==> config.mk <==
export PLATFORM = sky130hd
export DESIGN_NAME = pcost_accum
export DESIGN_NICKNAME = d
export VERILOG_FILES = /design/src/rtl/pcost_pkg.sv /design/src/rtl/pcost_lookup.sv /design/src/rtl/pcost_counter.sv /design/src/rtl/pcost_report.sv /design/src/rtl/pcost_accum.sv
export SDC_FILE = /design/constraint.sdc
export NUM_CORES = 1
export LEC_CHECK = 0
export ABC_AREA = 1
export ABC_CLOCK_PERIOD_IN_PS = 1800
export BUFFER_PORTS_ARGS = -buffer_cell sky130_fd_sc_hd__buf_2
export CORE_MARGIN = 8
export CORE_UTILIZATION = 35
export CTS_BUF_LIST = sky130_fd_sc_hd__clkbuf_2 sky130_fd_sc_hd__clkbuf_4 sky130_fd_sc_hd__clkbuf_8
export CTS_CLUSTER_DIAMETER = 50
export DETAILED_ROUTE_END_ITERATION = 7
export HOLD_SLACK_MARGIN = 0.15
export SYNTH_ARGS = -nofsm -noshare
export SYNTH_HDL_FRONTEND = slang
export SYNTH_HIERARCHICAL = 1
export SYNTH_SLANG_ARGS = --single-unit
==> constraint.sdc <==
create_clock -name clk -period 1.8 [get_ports clk]
set_clock_uncertainty 0.1 [all_clocks]
set_input_delay 0.27 -clock clk [delete_from_list [all_inputs] [get_ports clk]]
set_output_delay 0.27 -clock clk [all_outputs]
set_load 0.1 [all_outputs]
==> src/rtl/pcost_pkg.sv <==
// Shared class encoding and cost constants for the cycle cost accumulator.
package pcost_pkg;
    typedef enum logic [2:0] {
        CLS_ALU    = 3'd0,
        CLS_LOAD   = 3'd1,
        CLS_STORE  = 3'd2,
        CLS_MUL    = 3'd3,
        CLS_SHIFT  = 3'd4,
        CLS_CUSTOM = 3'd5,
        CLS_DIV    = 3'd6,
        CLS_FLOW   = 3'd7
    } iclass_e;

    localparam int unsigned BASE_COST    = 1;
    localparam int unsigned MEM_EXTRA    = 1;
    localparam int unsigned ARITH_EXTRA  = 1;
    localparam int unsigned DIV_EXTRA    = 33;
    localparam int unsigned TAKEN_EXTRA  = 1;
    localparam int unsigned NOSLOT_EXTRA = 1;
    localparam int unsigned REPORT_BIAS  = 2;
    localparam int unsigned MAX_COST     = BASE_COST + DIV_EXTRA;
    localparam int unsigned COST_W       = $clog2(MAX_COST + 1);
endpackage

==> src/rtl/pcost_lookup.sv <==
// Cost lookup: turns a retired instruction's class and branch outcome
// into the number of cycles it is charged. Purely combinational.
// Assumes the class code is already decoded; the flags matter only for flow class.
module pcost_lookup
    import pcost_pkg::*;
(
    input  logic [2:0]        cls_i,
    input  logic              taken_i,
    input  logic              slot_i,
    output logic [COST_W-1:0] cost_o
);
    // Select the per-class charge.
    always_comb begin
        unique case (iclass_e'(cls_i))
            CLS_ALU:    cost_o = COST_W'(BASE_COST);
            CLS_LOAD,
            CLS_STORE:  cost_o = COST_W'(BASE_COST + MEM_EXTRA);
            CLS_MUL,
            CLS_SHIFT,
            CLS_CUSTOM: cost_o = COST_W'(BASE_COST + ARITH_EXTRA);
            CLS_DIV:    cost_o = COST_W'(BASE_COST + DIV_EXTRA);
            CLS_FLOW: begin
                if (!taken_i)
                    cost_o = COST_W'(BASE_COST);
                else if (slot_i)
                    cost_o = COST_W'(BASE_COST + TAKEN_EXTRA);
                else
                    cost_o = COST_W'(BASE_COST + TAKEN_EXTRA + NOSLOT_EXTRA);
            end
            default:    cost_o = COST_W'(BASE_COST);
        endcase
    end
endmodule

==> src/rtl/pcost_counter.sv <==
// Wrapping accumulator: adds inc_i when en_i is high. It clears on reset
// or on clr_i, and clr_i wins over en_i.
// Assumes at most one increment per clock.
module pcost_counter #(
    parameter int unsigned W     = 32,
    parameter int unsigned INC_W = 6
) (
    input  logic             clk,
    input  logic             rst_n,
    input  logic             clr_i,
    input  logic             en_i,
    input  logic [INC_W-1:0] inc_i,
    output logic [W-1:0]     count_o
);
    // Accumulate modulo 2^W, with clear taking priority.
    always_ff @(posedge clk) begin
        if (!rst_n || clr_i)
            count_o <= '0;
        else if (en_i)
            count_o <= count_o + W'(inc_i);
    end

    assert_hold_R10: assert property (@(posedge clk) disable iff (!rst_n)
        (!clr_i && !en_i) |=> $stable(count_o));

    assert_clear_R8: assert property (@(posedge clk) disable iff (!rst_n)
        clr_i |=> (count_o == '0));

    assert_wrap_step_R11: assert property (@(posedge clk) disable iff (!rst_n)
        (!clr_i && en_i) |=> (count_o == W'($past(count_o) + W'($past(inc_i)))));
endmodule

==> src/rtl/pcost_report.sv <==
// Report stage: adds the fixed start-up overhead to a nonzero raw total.
// A zero raw total is reported as zero. Combinational.
module pcost_report
    import pcost_pkg::*;
#(
    parameter int unsigned W = 32
) (
    input  logic [W-1:0] raw_i,
    output logic [W-1:0] report_o
);
    localparam logic [W-1:0] BIAS = W'(REPORT_BIAS);

    // Bias a nonzero total; pass zero through.
    always_comb begin
        if (raw_i == '0)
            report_o = '0;
        else
            report_o = raw_i + BIAS;
    end
endmodule

==> src/rtl/pcost_accum.sv <==
// Instruction cycle cost accumulator top. It counts retired instructions
// and charges each one a table-driven cycle cost.
// Assumes at most one retire per clock; rst_n and clr are synchronous.
module pcost_accum
    import pcost_pkg::*;
#(
    parameter int unsigned CNT_W = 32
) (
    input  logic             clk,
    input  logic             rst_n,
    input  logic             clr,
    input  logic             retire,
    input  logic [2:0]       iclass,
    input  logic             taken,
    input  logic             has_slot,
    output logic [CNT_W-1:0] inst_count,
    output logic [CNT_W-1:0] cycle_raw,
    output logic [CNT_W-1:0] cycle_report
);
    logic [COST_W-1:0] cost;

    pcost_lookup u_lookup (
        .cls_i   (iclass),
        .taken_i (taken),
        .slot_i  (has_slot),
        .cost_o  (cost)
    );

    pcost_counter #(.W(CNT_W), .INC_W(1)) u_inst (
        .clk     (clk),
        .rst_n   (rst_n),
        .clr_i   (clr),
        .en_i    (retire),
        .inc_i   (1'b1),
        .count_o (inst_count)
    );

    pcost_counter #(.W(CNT_W), .INC_W(COST_W)) u_cyc (
        .clk     (clk),
        .rst_n   (rst_n),
        .clr_i   (clr),
        .en_i    (retire),
        .inc_i   (cost),
        .count_o (cycle_raw)
    );

    pcost_report #(.W(CNT_W)) u_rep (
        .raw_i    (cycle_raw),
        .report_o (cycle_report)
    );

    assert_inst_step_R1: assert property (@(posedge clk) disable iff (!rst_n)
        (retire && !clr) |=> (inst_count == CNT_W'($past(inst_count) + CNT_W'(1))));

    assert_div_cost_R4: assert property (@(posedge clk) disable iff (!rst_n)
        (retire && !clr && iclass == 3'd6)
            |=> (cycle_raw == CNT_W'($past(cycle_raw) + CNT_W'(34))));

    assert_flow_noslot_R5: assert property (@(posedge clk) disable iff (!rst_n)
        (retire && !clr && iclass == 3'd7 && taken && !has_slot)
            |=> (cycle_raw == CNT_W'($past(cycle_raw) + CNT_W'(3))));

    assert_report_zero_R7: assert property (@(posedge clk) disable iff (!rst_n)
        (cycle_raw == '0) |-> (cycle_report == '0));
endmodule

==> metrics.md <==
| Metric | Value |
|---|---|
| Max-slew headroom | 0.6417 |
| Failing checks | negative setup slack |
| Max Fclk | 0.4555 GHz |
| Synth warn | 6 |
| Initial antenna violation count | 0 |
| Hold crit path type | in2reg |
| Final setup viols | 40 |
| Commonest non-fill, non-tap cell in the layout | nand2_1 |
| Wirelength per Cell | 14.07 um |
| Die ar. | 0.01886 sq mm |
| Final hold viol count | 0 |
| Final slew viol count | 0 |
| Maximum VDD drop | 0.0002833 V |
| Placed cell area | between 0.007 and 0.008 sq mm |
| Status | finished, violations left |
| Mapped cell area | between 0.005 and 0.006 sq mm |
| Synth unique cells | between 40 and 50 |
| Worst Tran Pin Value | 0.5369 ns |
| Most frequent cells in the layout | 195 x nand2_1, 127 x nor2_1, 114 x inv_1 |
| Core Box Area | around 0.014 sq mm |
| Core Util, Final | 0.5900 |
| Die Span X | 137.3 um |
| Antenna Nets Post-Route | 0 |
| Post-route clock period utilization | 1.220 |
| RR Startpoint | u_cyc/count_o[0] |
| WHS | ~0.20 ns |
| MaxCap Viol Count | 0 |
| CTS Buffer Depth | 2 |
| Syn-to-layout area delta | 65.85% |
| Crit path max fanout | 5 |
| Io pins | about 110 |
| Detailed Route WL | 17.87 mm |
| R2R setup slack | -0.09 ns |
| Initial drt markers | 360 |
| Clock Root Buffer | clkbuf_8 |
| Number of synthesized flops with an enable pin | 0 |
| Cts bufs inserted | 9 |
| Crit Reg-Reg Endpoint | u_cyc/count_o[14] |
| RePlAce Congestion | around 0.9 |
| Share of cells above drive strength 1 | 0.4669 |
| Inst Count DP | ~1200 |
| Largest net degree at the start of global routing | 28 |
| Fillers | 1320 |
| CP startpoint | u_cyc/count_o[2] |
| Final min period | roughly 2.2 ns |
| Ys async rst share | 0 |
| I/O Buffers | ~100 |
| Reg clk slew, reported paths | 0.06 ns |
| Initial Util | 0.3558 |
| RSZ-0062 raised after global routing | yes |
| FF/Latch Area | 0.001443 sq mm |
| Seq cells post-synth | 64 |
| CP endpoint kind | output port |
| Multi-input gate area | ~0.0041 sq mm |
| Grt ovf | 0 |
| Skew-Pair Late Insertion Delay | ~0.35 ns |
| Top FF cell, synth | dfxtp_1 |
| Share of the yosys chip area belonging to registers | 0.2487 |
| Reg2reg path depth | 13 |
| Final cell count without fillers | ~1300 |
| Total number of vias | 6166 |
| H-tree depth | 3 |
| Drc violations | 0 |
| Crit start category | register |
| Leak | between 3 and 4 nW |
| Pre-antenna DRT Iters | 5 |
| GRT Total Usage | 0.1868 |
| Worst setup margin | -0.3955 ns |
| CP Class | reg2out |
| Syn avg cell area | slightly below 6 sq um |
| Post-Place Setup Slack | -0.3846 ns |
| Vias in the first global route | just under 6000 |
| Dpl hpwl | about 13 mm |
| Mapped Cells | between 800 and 900 |
| Worst path arrival time | roughly 1.8 ns |
| Cell area after layout | approximately 0.0085 sq mm |
| Clock sink count | between 60 and 70 |
| PD cells | about 370 mW/mm^2 |
| Req. time, crit path | 1.43 ns |
| ANT cells | 0 |
| CTS tree | done |
| First-pass GRT wire length | 28.21 mm |
| # rows | 44 |
| Setup crit end | cycle_report[16] |
| Die span in y | 137.3 um |
| DR vias/cell | between 4 and 5 |
| Nets | approximately 1100 |
[cells by family after synthesis]
kind of cell | share of synthesized area
buffers and inverters | 0.1217
and+or+nand+nor | 0.5103
xor gates and xnor gates | 0.03571
DFF | 0.2487
AOI/OAI and AO/OA | 0.05149
adders and majority gates | 0.03060
other | 0.001458
[power by group]
group          total, mW  leakage, nW  internal, mW  switching (mW)
clock network       1.31        0.110         0.743           0.563
registers           1.39        0.557          1.38          0.0142
logic              0.490         2.97         0.174           0.316
[per-layer routing]
metal	part of all wire	wire [um]	vias to the layer above	track usage
li1	-	-	3106	-
met1	0.41	7382	2825	0.2197
met2	0.50	8871	195	0.3332
met3	0.059	1051	40	0.03355
met4	0.032	566	0	0.06457
met5	0	0	-	0
[final cells by class]
cell class,instances,area share
Clock inverter,3,0.004687
Sequential cell,64,0.1689
Clock buffer,13,0.01948
Inverter,141,0.07088
Tap cell,184,0.02695
Multi-Input combinational cell,656,0.4852
Timing Repair Buffer,209,0.2239
[worst min path at each step]
stage / startpoint / end / slack (ns) / cells after the start
final: retire / u_inst/count_o[1] / 0.20 / 3
after global routing: retire / u_inst/count_o[1] / 0.21 / 3
after CTS: retire / u_inst/count_o[0] / 0.18 / 3
after detailed placement: u_inst/count_o[12] / u_inst/count_o[12] / 0.36 / 2
after global placement: u_inst/count_o[12] / u_inst/count_o[12] / 0.36 / 2
after floorplan: retire / u_inst/count_o[0] / 0.32 / 3
[per-stage QoR]
step                      setup TNS, ns  power [mW]
after floorplan                  -8.120       1.718
after global placement           -5.872       1.823
after detailed placement         -7.638       1.827
after CTS                        -10.11       3.195
after global routing             -14.29       3.339
final                            -10.10       3.186
[flip-flops by register name (all words and copies together), names as in the netlist]
| name | cells |
|---|---|
| u_cyc/count_o | 32 |
| u_inst/count_o | 32 |
[worst max-delay path, cell delays in order (launching register included)]
cell,delay (ns)
dfxtp_4,0.37
buf_6,0.10
nand2_4,0.05
nor2_8,0.14
buf_12,0.12
nand2_8,0.07
nor2_8,0.17
buf_12,0.12
xor2_4,0.14
buf_12,0.19
[what timing repair did]
item,in CTS,in global routing
gates cloned,1,1
buffers inserted,16,8
hold buffers,0,0
setup endpoints to repair,42,59
pin swaps,43,55
resized for setup,93,84
[synthesized netlist by cell type, types with 2 or more instances]
| master | instances | share of area |
|---|---|---|
| a21oi_1 | 29 | 0.028 |
| and2_1 | 3 | 0.0036 |
| o21bai_1 | 2 | 0.0029 |
| xnor2_1 | 9 | 0.015 |
| nor3_1 | 6 | 0.0058 |
| o21ai_0 | 12 | 0.012 |
| nand3_2 | 4 | 0.0078 |
| xor2_1 | 12 | 0.020 |
| buf_6 | 2 | 0.0044 |
| dfxtp_1 | 64 | 0.25 |
| inv_2 | 6 | 0.0044 |
| nand4_1 | 28 | 0.034 |
| ha_1 | 11 | 0.027 |
| nand2_1 | 243 | 0.18 |
| buf_4 | 4 | 0.0058 |
| nor2_4 | 18 | 0.039 |
| conb_1 | 2 | 0.0015 |
| nand2_4 | 2 | 0.0044 |
| clkbuf_1 | 3 | 0.0022 |
| nand2_2 | 17 | 0.021 |
| nor2_8 | 2 | 0.0078 |
| nand3_1 | 63 | 0.061 |
| o21ai_1 | 2 | 0.0019 |
| nor3b_1 | 2 | 0.0029 |
| inv_1 | 134 | 0.098 |
| nor2_2 | 15 | 0.018 |
| nor2_1 | 158 | 0.12 |
| buf_2 | 6 | 0.0058 |
Power figures use the tool's default switching activity.
